--- config.mk ---
export PLATFORM = sky130hd
export DESIGN_NAME = ir_modem
export DESIGN_NICKNAME = d
export VERILOG_FILES = /design/src/rtl/ir_modem_pkg.sv /design/src/rtl/ir_carrier_gen.sv /design/src/rtl/ir_tx_encoder.sv /design/src/rtl/ir_rx_decoder.sv /design/src/rtl/ir_modem.sv
export SDC_FILE = /design/constraint.sdc
export NUM_CORES = 1
export LEC_CHECK = 0
export BUFFER_PORTS_ARGS = -buffer_cell sky130_fd_sc_hd__buf_4
export CAP_MARGIN = 20
export CORE_UTILIZATION = 55
export CTS_BUF_LIST = sky130_fd_sc_hd__clkbuf_4 sky130_fd_sc_hd__clkbuf_8
export DETAILED_ROUTE_END_ITERATION = 6
export GPL_TIMING_DRIVEN = 0
export PLACE_DENSITY = 0.74
export SYNTH_ARGS = -nofsm -noshare
export SYNTH_HDL_FRONTEND = slang
export SYNTH_SLANG_ARGS = --single-unit
--- constraint.sdc ---
create_clock -name clk_i -period 4.2 [get_ports clk_i]
set_clock_uncertainty 0.15 [all_clocks]
set_input_delay 0.42 -clock clk_i [delete_from_list [all_inputs] [get_ports clk_i]]
set_output_delay 0.42 -clock clk_i [all_outputs]
set_load 0.05 [all_outputs]
--- src/rtl/ir_modem_pkg.sv ---
package ir_modem_pkg;
  typedef enum logic {
    MOD_PULSE   = 1'b0,
    MOD_CARRIER = 1'b1
  } mod_e;
endpackage

--- src/rtl/ir_carrier_gen.sv ---
module ir_carrier_gen #(
  parameter int HALF_DIV = 50
) (
  input  logic clk_i,
  input  logic rst_ni,
  output logic carrier_o
);
  localparam int CW = (HALF_DIV > 1) ? $clog2(HALF_DIV) : 1;
  localparam logic [CW-1:0] RELOAD = CW'(HALF_DIV - 1);

  logic [CW-1:0] cnt_q;
  logic          car_q;

  always_ff @(posedge clk_i or negedge rst_ni) begin
    if (!rst_ni) begin
      cnt_q <= RELOAD;
      car_q <= 1'b0;
    end else if (cnt_q == '0) begin
      cnt_q <= RELOAD;
      car_q <= ~car_q;
    end else begin
      cnt_q <= cnt_q - 1'b1;
    end
  end

  assign carrier_o = car_q;
endmodule

--- src/rtl/ir_tx_encoder.sv ---
module ir_tx_encoder
  import ir_modem_pkg::*;
#(
  parameter int OVERSAMPLE  = 16,
  parameter int PULSE_TICKS = 3
) (
  input  logic clk_i,
  input  logic rst_ni,
  input  logic tick_i,
  input  logic txd_i,
  input  logic carrier_i,
  input  mod_e mode_i,
  output logic line_o
);
  localparam int PW = $clog2(OVERSAMPLE);
  localparam logic [PW-1:0] LAST = PW'(OVERSAMPLE - 1);
  localparam logic [PW-1:0] PEND = PW'(PULSE_TICKS);

  logic          txd_q;
  logic [PW-1:0] phase_q;
  logic [PW-1:0] pos;
  logic          pulse_q;
  logic          ask_q;

  // a level change seen at a tick marks the first tick of a new bit
  always_comb begin
    pos = (txd_i != txd_q) ? '0 : phase_q;
  end

  always_ff @(posedge clk_i or negedge rst_ni) begin
    if (!rst_ni) begin
      txd_q   <= 1'b1;
      phase_q <= '0;
      pulse_q <= 1'b0;
      ask_q   <= 1'b0;
    end else begin
      ask_q <= ~txd_i & carrier_i;
      if (tick_i) begin
        txd_q   <= txd_i;
        phase_q <= (pos == LAST) ? '0 : pos + 1'b1;
        pulse_q <= ~txd_i & (pos < PEND);
      end
    end
  end

  assign line_o = (mode_i == MOD_CARRIER) ? ask_q : pulse_q;
endmodule

--- src/rtl/ir_rx_decoder.sv ---
module ir_rx_decoder
  import ir_modem_pkg::*;
#(
  parameter int OVERSAMPLE = 16,
  parameter int HALF_DIV   = 50
) (
  input  logic clk_i,
  input  logic rst_ni,
  input  logic tick_i,
  input  logic line_i,
  input  mod_e mode_i,
  output logic rxd_o
);
  localparam int BW  = $clog2(OVERSAMPLE + 1);
  localparam int WIN = 4 * HALF_DIV;
  localparam int WW  = $clog2(WIN + 1);
  localparam logic [BW-1:0] BIT_LOAD = BW'(OVERSAMPLE);
  localparam logic [WW-1:0] WIN_LOAD = WW'(WIN);

  logic [2:0]    sync_q;
  logic          rise, any_edge;
  logic [BW-1:0] bit_q;
  logic [WW-1:0] win_q;

  assign rise     = sync_q[1] & ~sync_q[2];
  assign any_edge = sync_q[1] ^ sync_q[2];

  always_ff @(posedge clk_i or negedge rst_ni) begin
    if (!rst_ni) begin
      sync_q <= '0;
      bit_q  <= '0;
      win_q  <= '0;
    end else begin
      sync_q <= {sync_q[1:0], line_i};
      if (rise)                      bit_q <= BIT_LOAD;
      else if (tick_i && bit_q != '0) bit_q <= bit_q - 1'b1;
      if (any_edge)                  win_q <= WIN_LOAD;
      else if (win_q != '0)          win_q <= win_q - 1'b1;
    end
  end

  assign rxd_o = (mode_i == MOD_CARRIER) ? (win_q == '0) : (bit_q == '0);
endmodule

--- src/rtl/ir_modem.sv ---
module ir_modem
  import ir_modem_pkg::*;
#(
  parameter int OVERSAMPLE  = 16,
  parameter int PULSE_TICKS = 3,
  parameter int HALF_DIV    = 50
) (
  input  logic clk_i,
  input  logic rst_ni,
  input  logic mode_ask_i,
  input  logic route_ir_i,
  input  logic tick16_i,
  input  logic uart_txd_i,
  output logic uart_rxd_o,
  output logic txd_pin_o,
  input  logic rxd_pin_i,
  output logic irtx_o,
  input  logic irrx_i
);
  mod_e mode;
  logic carrier, tx_line, rx_line;

  assign mode = mod_e'(mode_ask_i);

  ir_carrier_gen #(.HALF_DIV(HALF_DIV)) i_car (
    .clk_i    (clk_i),
    .rst_ni   (rst_ni),
    .carrier_o(carrier)
  );

  ir_tx_encoder #(.OVERSAMPLE(OVERSAMPLE), .PULSE_TICKS(PULSE_TICKS)) i_tx (
    .clk_i    (clk_i),
    .rst_ni   (rst_ni),
    .tick_i   (tick16_i),
    .txd_i    (uart_txd_i),
    .carrier_i(carrier),
    .mode_i   (mode),
    .line_o   (tx_line)
  );

  assign rx_line = route_ir_i ? irrx_i : rxd_pin_i;

  ir_rx_decoder #(.OVERSAMPLE(OVERSAMPLE), .HALF_DIV(HALF_DIV)) i_rx (
    .clk_i (clk_i),
    .rst_ni(rst_ni),
    .tick_i(tick16_i),
    .line_i(rx_line),
    .mode_i(mode),
    .rxd_o (uart_rxd_o)
  );

  assign irtx_o    = route_ir_i  & tx_line;
  assign txd_pin_o = ~route_ir_i & tx_line;
endmodule

Word-level counts from Yosys, hierarchy flattened
Cells that the tools add are included.

operators by class
  add/subtract/negate cells = 4
  multipliers = 0
  divide/modulo/power cells = 0
  $lt $le $gt $ge = 1
  eq/ne operators = 2
  shift operators = 0
  mux-type cells = 10
  bitwise gates (word level) = 10
  reduce and logical (&&, ||, !) cells = 8

operators with widths
  cell                                                                  count
  8-bit 2-to-1 mux                                                      2
  5-bit 2-to-1 mux                                                      2
  8-bit logical NOT                                                     1
  4-bit 2-to-1 mux                                                      2
  8-bit nonzero test                                                    1
  8-bit by 1-bit subtractor with 8-bit output, second input constant    1
  6-bit logical NOT                                                     1
  6-bit 2-to-1 mux                                                      1
  6-bit by 1-bit subtractor with 6-bit output, second input constant    1
  1-bit bitwise AND                                                     5
  5-bit logical NOT                                                     1
  5-bit nonzero test                                                    1
  5-bit by 1-bit subtractor with 5-bit output, second input constant    1
  4-bit by 1-bit adder with 4-bit output, second input constant         1
  4-bit == test, second input constant                                  1
  4-bit by 2-bit < comparator with 1-bit output, second input constant  1
  1-bit inverter                                                        4
  2-bit nonzero test                                                    2
  1-bit 2-to-1 mux                                                      3
  1-bit logical AND                                                     1
  1-bit != test                                                         1
  1-bit XOR                                                             1

word-level totals
  register bits after elaboration = 30
  bits in latches = 0
  RAM bits = 0
  bits in read-only memories = 0
  bits of input ports = 8
  output and inout port bits = 3
  logic and storage cells = 44
  memories kept = 0

Longest topological paths before layout
  word-level depth = 4
  gate-level depth with buffers = 6
  mapped depth without buffers = 6

Modules after synthesis
A second synthesis with hierarchy kept.

second synthesis, totals
  cell total of the unflattened synthesis = 141
  area total of the unflattened synthesis = 1514.0 µm²

modules (own cells, without submodules)
  module          times used  cells an instance  area each (µm²)  seq. area each (µm²)
  ir_rx_decoder   1           78                 802.0            400.4
  ir_tx_encoder   1           35                 370.4            176.4
  ir_carrier_gen  1           25                 310.3            178.9
  ir_modem        1           3                  31.3             0.0

Least setup slack after synthesis
Ideal clock, no wire load.

  path kind = register -> output
  start point = register i_rx.win_q[0]
  end point = output uart_rxd_o
  data arrival time = 2.220 ns
  data required time = 3.630 ns
  slack = 1.410 ns
  cell stages (with the launch flop) = 7
  buffers on the path = 1
  cells stage by stage = dfrtp_1 > inv_1 > ha_1 > or4b_1 > buf_2 > or2_1 > mux2i_1

on the way
  word-level cells in the longest chain between the ends = 2

ends and longest elaborated chain
  what                    line                 source
  from (decl)             ir_rx_decoder.sv:23  logic [WW-1:0] win_q;
  from (signal assigned)  ir_rx_decoder.sv:38  else if (win_q != '0) win_q <= win_q - 1'b1;
  8-bit logical NOT       ir_rx_decoder.sv:42  assign rxd_o = (mode_i == MOD_CARRIER) ? (win_q == '0) : (bit_q == '0);
  1-bit 2-to-1 mux        ir_rx_decoder.sv:42
  to (decl)               ir_modem.sv:14       output logic uart_rxd_o,

No other way between the ends.

Worst setup path after layout
Same ends and word-level chain as after synthesis.

==> load_flow_metrics.sql <==
INSERT INTO impl_metrics (metric_group, metric, value, unit) VALUES
('timing', 'report.final.hold_viol_count', '0', ''),
('global_route', 'grt_pass1_vias', '1028', ''),
('clock_tree', 'postCtsResizedCells', '0', ''),
('drt', 'viasPerCell', '5.86', ''),
('worst_setup_path', 'path_class', 'register to output port', ''),
('synthesis', 'yosysSeqAreaShare', '51.1', '%'),
('power', 'vdd_drop_max', '336', 'µV'),
('synthesis', 'synthMostInstantiatedCell', 'sky130_fd_sc_hd__dfrtp_1', ''),
('drt', 'wire_per_inst', '13.6', 'µm'),
('worst_setup_path', 'data_arrival_at_the_endpoint_of_the_critical_path', '2.22', 'ns'),
('worst_setup_path', 'timing.critical_path.required', '3.63', 'ns'),
('synthesis', 'post_synth_instance_area', '0.00148', 'mm²'),
('synthesis', 'yosys-top-cells-count', 'sky130_fd_sc_hd__dfrtp_1, sky130_fd_sc_hd__inv_1, sky130_fd_sc_hd__a21oi_1, sky130_fd_sc_hd__nor2_1, sky130_fd_sc_hd__o21ai_0', ''),
('synthesis', 'synth.top_cells.by_area', 'sky130_fd_sc_hd__dfrtp_1, sky130_fd_sc_hd__dfstp_2, sky130_fd_sc_hd__ha_1', ''),
('run_status', 'outcome', 'complete, no violations', ''),
('clock_tree', 'cts_made_buffers', '5', ''),
('timing', 'grt_setup_unrepaired', 'false', ''),
('finish', 'flow.area_growth_from_synthesis', '12.8', '%'),
('global_route', 'grt_max_degree', '31', ''),
('clock_tree', 'cts_num_sinks', '30', ''),
('finish', 'multi_input_comb_area', '657', 'µm²'),
('timing', 'setup_tns', '0', 'ns'),
('synthesis', 'ys_types', '42', ''),
('synthesis', 'netlist.top_cell.by_area', 'sky130_fd_sc_hd__dfrtp_1', ''),
('drt', 'detailedRoute.firstIterationViolations', '24', ''),
('global_route', 'first_pass_grt_wire_length', '4190', 'µm'),
('drt', 'finalWirelength', '2560', 'µm'),
('clock_tree', 'clockBufferDepth', '2', ''),
('synthesis', 'edff_count_synth', '0', ''),
('synthesis', 'postSynthNetCount', '152', ''),
('finish', 'final_net_count', '170', ''),
('finish', 'postLayoutCoreUtil', '66.7', '%'),
('timing', 'setup_viol', '0', ''),
('clock_tree', 'cts.root.buffer_cell', 'sky130_fd_sc_hd__clkbuf_4', ''),
('timing', 'max_slew_margin', '64.2', '%'),
('drt', 'dr_total_vias', '1102', ''),
('place', 'hpwl', '1800', 'µm'),
('worst_setup_path', 'worstSetupStartpointType', 'register', ''),
('min_path', 'hold_wc_path_type', 'input port to register', ''),
('clock_tree', 'clock_insertion_delay_worst_skew', '0.32', 'ns'),
('floorplan', 'chipHeight', '53.8', 'µm'),
('timing', 'peak_clock_frequency_supported_by_timing', '0.358', 'GHz'),
('global_route', 'antenna_found_initial', '0', ''),
('timing', 'final.hold.worst_slack', '0.141', 'ns'),
('drt', 'post-route-drc-count', '0', ''),
('finish', 'diodes', '0', ''),
('finish', 'fin_area', '0.00167', 'mm²'),
('power', 'static-leakage-power', '0.739', 'nW'),
('global_route', 'global_routing_usage_summed_across_all_routing_layers', '21.1', '%'),
('floorplan', 'placementRows', '18', ''),
('global_route', 'grt-ovfl-total', '0', ''),
('floorplan', 'design.core.area', '0.00250', 'mm²'),
('synthesis', 'syn_area_per_cell', '10.6', 'µm²'),
('clock_tree', 'htree_num_levels', '2', ''),
('synthesis', 'yosys_register_bits', '30', ''),
('synthesis', 'dominantRegCellSynth', 'sky130_fd_sc_hd__dfrtp_1', ''),
('synthesis', 'asyncSetResetFlopFracSynth', '100', '%'),
('worst_setup_path', 'path_max_fanout', '8', ''),
('drt', 'drt.antenna.violating_nets', '0', ''),
('clock_tree', 'clkSlewWorstSetupHoldPaths', '0.09', 'ns'),
('synthesis', 'synth-warning-count', '0', ''),
('clock_tree', 'cts_tree', 'built', ''),
('clock_tree', 'post-cts-setup-buffer-count', '0', ''),
('floorplan', 'design.die.area', '0.00290', 'mm²'),
('place', 'port-buffer-count', '10', ''),
('floorplan', 'floorplan.io_pins', '11', ''),
('finish', 'final_layout_size_suffix_gt1_share', '19.6', '%'),
('timing', 'fin_crit', '2.79', 'ns'),
('floorplan', 'initial_core_util', '59.1', '%'),
('worst_setup_path', 'crit_path_end_kind', 'output port', ''),
('finish', 'fill_cells', '191', '');
[stage by stage]
| step | worst slack, ns | cells | total power, mW |
|---|---|---|---|
| floorplan | 1.41 | 139 | 0.563 |
| global placement | 1.80 | 179 | 0.612 |
| detailed placement | 1.77 | 179 | 0.627 |
| CTS | 1.38 | 188 | 0.820 |
| global route | 1.28 | 188 | 0.868 |
| finish | 1.41 | 188 | 0.810 |
[flip-flops by register name, summed over array words and instances, names as in the netlist]
| register | flops |
|---|---|
| i_rx.win_q | 8 |
| i_car.cnt_q | 6 |
| i_rx.bit_q | 5 |
| i_tx.phase_q | 4 |
| i_rx.sync_q | 3 |
| i_car.carrier_o | 1 |
| i_tx.ask_q | 1 |
| i_tx.pulse_q | 1 |
| i_tx.txd_q | 1 |
[logic make-up after synthesis]
group           synth area share [%]
fa+ha+maj                       4.23
simple gates                    18.5
buf+inv                         4.40
compound gates                  14.5
xor+xnor                        2.96
mux                             4.32
flops                           51.1
[report_power, final]
part | internal, mW | switching, mW | leakage, nW
Clock | 0.0954 | 0.0940 | 0.0394
Sequential | 0.349 | 0.0577 | 0.356
Combinational | 0.102 | 0.111 | 0.344
Total | 0.547 | 0.263 | 0.739
[placed cells by master, fill, tap and decap left out, types with 5 or more instances in the layout]
cell,Yosys,layout
sky130_fd_sc_hd__nor2_1,8,8
sky130_fd_sc_hd__nand2b_1,5,5
sky130_fd_sc_hd__inv_1,11,11
sky130_fd_sc_hd__a21oi_1,8,8
sky130_fd_sc_hd__dfrtp_1,26,26
sky130_fd_sc_hd__o21ai_0,7,7
sky130_fd_sc_hd__nand2_1,5,5
sky130_fd_sc_hd__clkbuf_4,0,7
sky130_fd_sc_hd__buf_4,0,10
sky130_fd_sc_hd__ha_1,5,5
[final timing paths]
path                           startpoint              to  slack [ns]
min in group asynchronous          rst_ni   i_rx.win_q[0]        0.40
min reg2reg                i_rx.sync_q[0]  i_rx.sync_q[1]        0.22
max                         i_rx.win_q[0]      uart_rxd_o        1.41
max reg2reg                 i_rx.win_q[0]   i_rx.win_q[6]        2.13
min                            uart_txd_i      i_tx.ask_q        0.14
max in group asynchronous          rst_ni  i_car.cnt_q[0]        3.17
[timing repair]
action | 4_1_cts | 5_1_grt
hold buffers | 1 | 0
endpoints found under the hold margin | 26 | 0
setup endpoints to repair | 0 | 0
[per-layer routing]
metal	vias up	track usage, %	share of wire, %
li1	537	-	-
met1	538	24.5	45
met2	21	32.7	48
met3	6	8.76	4.5
met4	0	11.8	1.8
met5	-	0	0
[layout make-up]
class	count	share of cell area (%)
sequential	30	45.3
multi-input combinational	92	39.4
timing repair buffer	11	5.11
clock buffer	8	3.98
inverter	11	2.48
tap	30	2.25
buffer	6	1.43
[critical path, stage by stage (launching register included)]
cell                      delay, ns
sky130_fd_sc_hd__dfrtp_1       0.41
sky130_fd_sc_hd__inv_1         0.06
sky130_fd_sc_hd__ha_1          0.19
sky130_fd_sc_hd__or4b_1        0.43
sky130_fd_sc_hd__buf_2         0.17
sky130_fd_sc_hd__or2_1         0.25
sky130_fd_sc_hd__mux2i_1       0.16
sky130_fd_sc_hd__buf_4         0.22
Power figures use the tool's default switching activity.
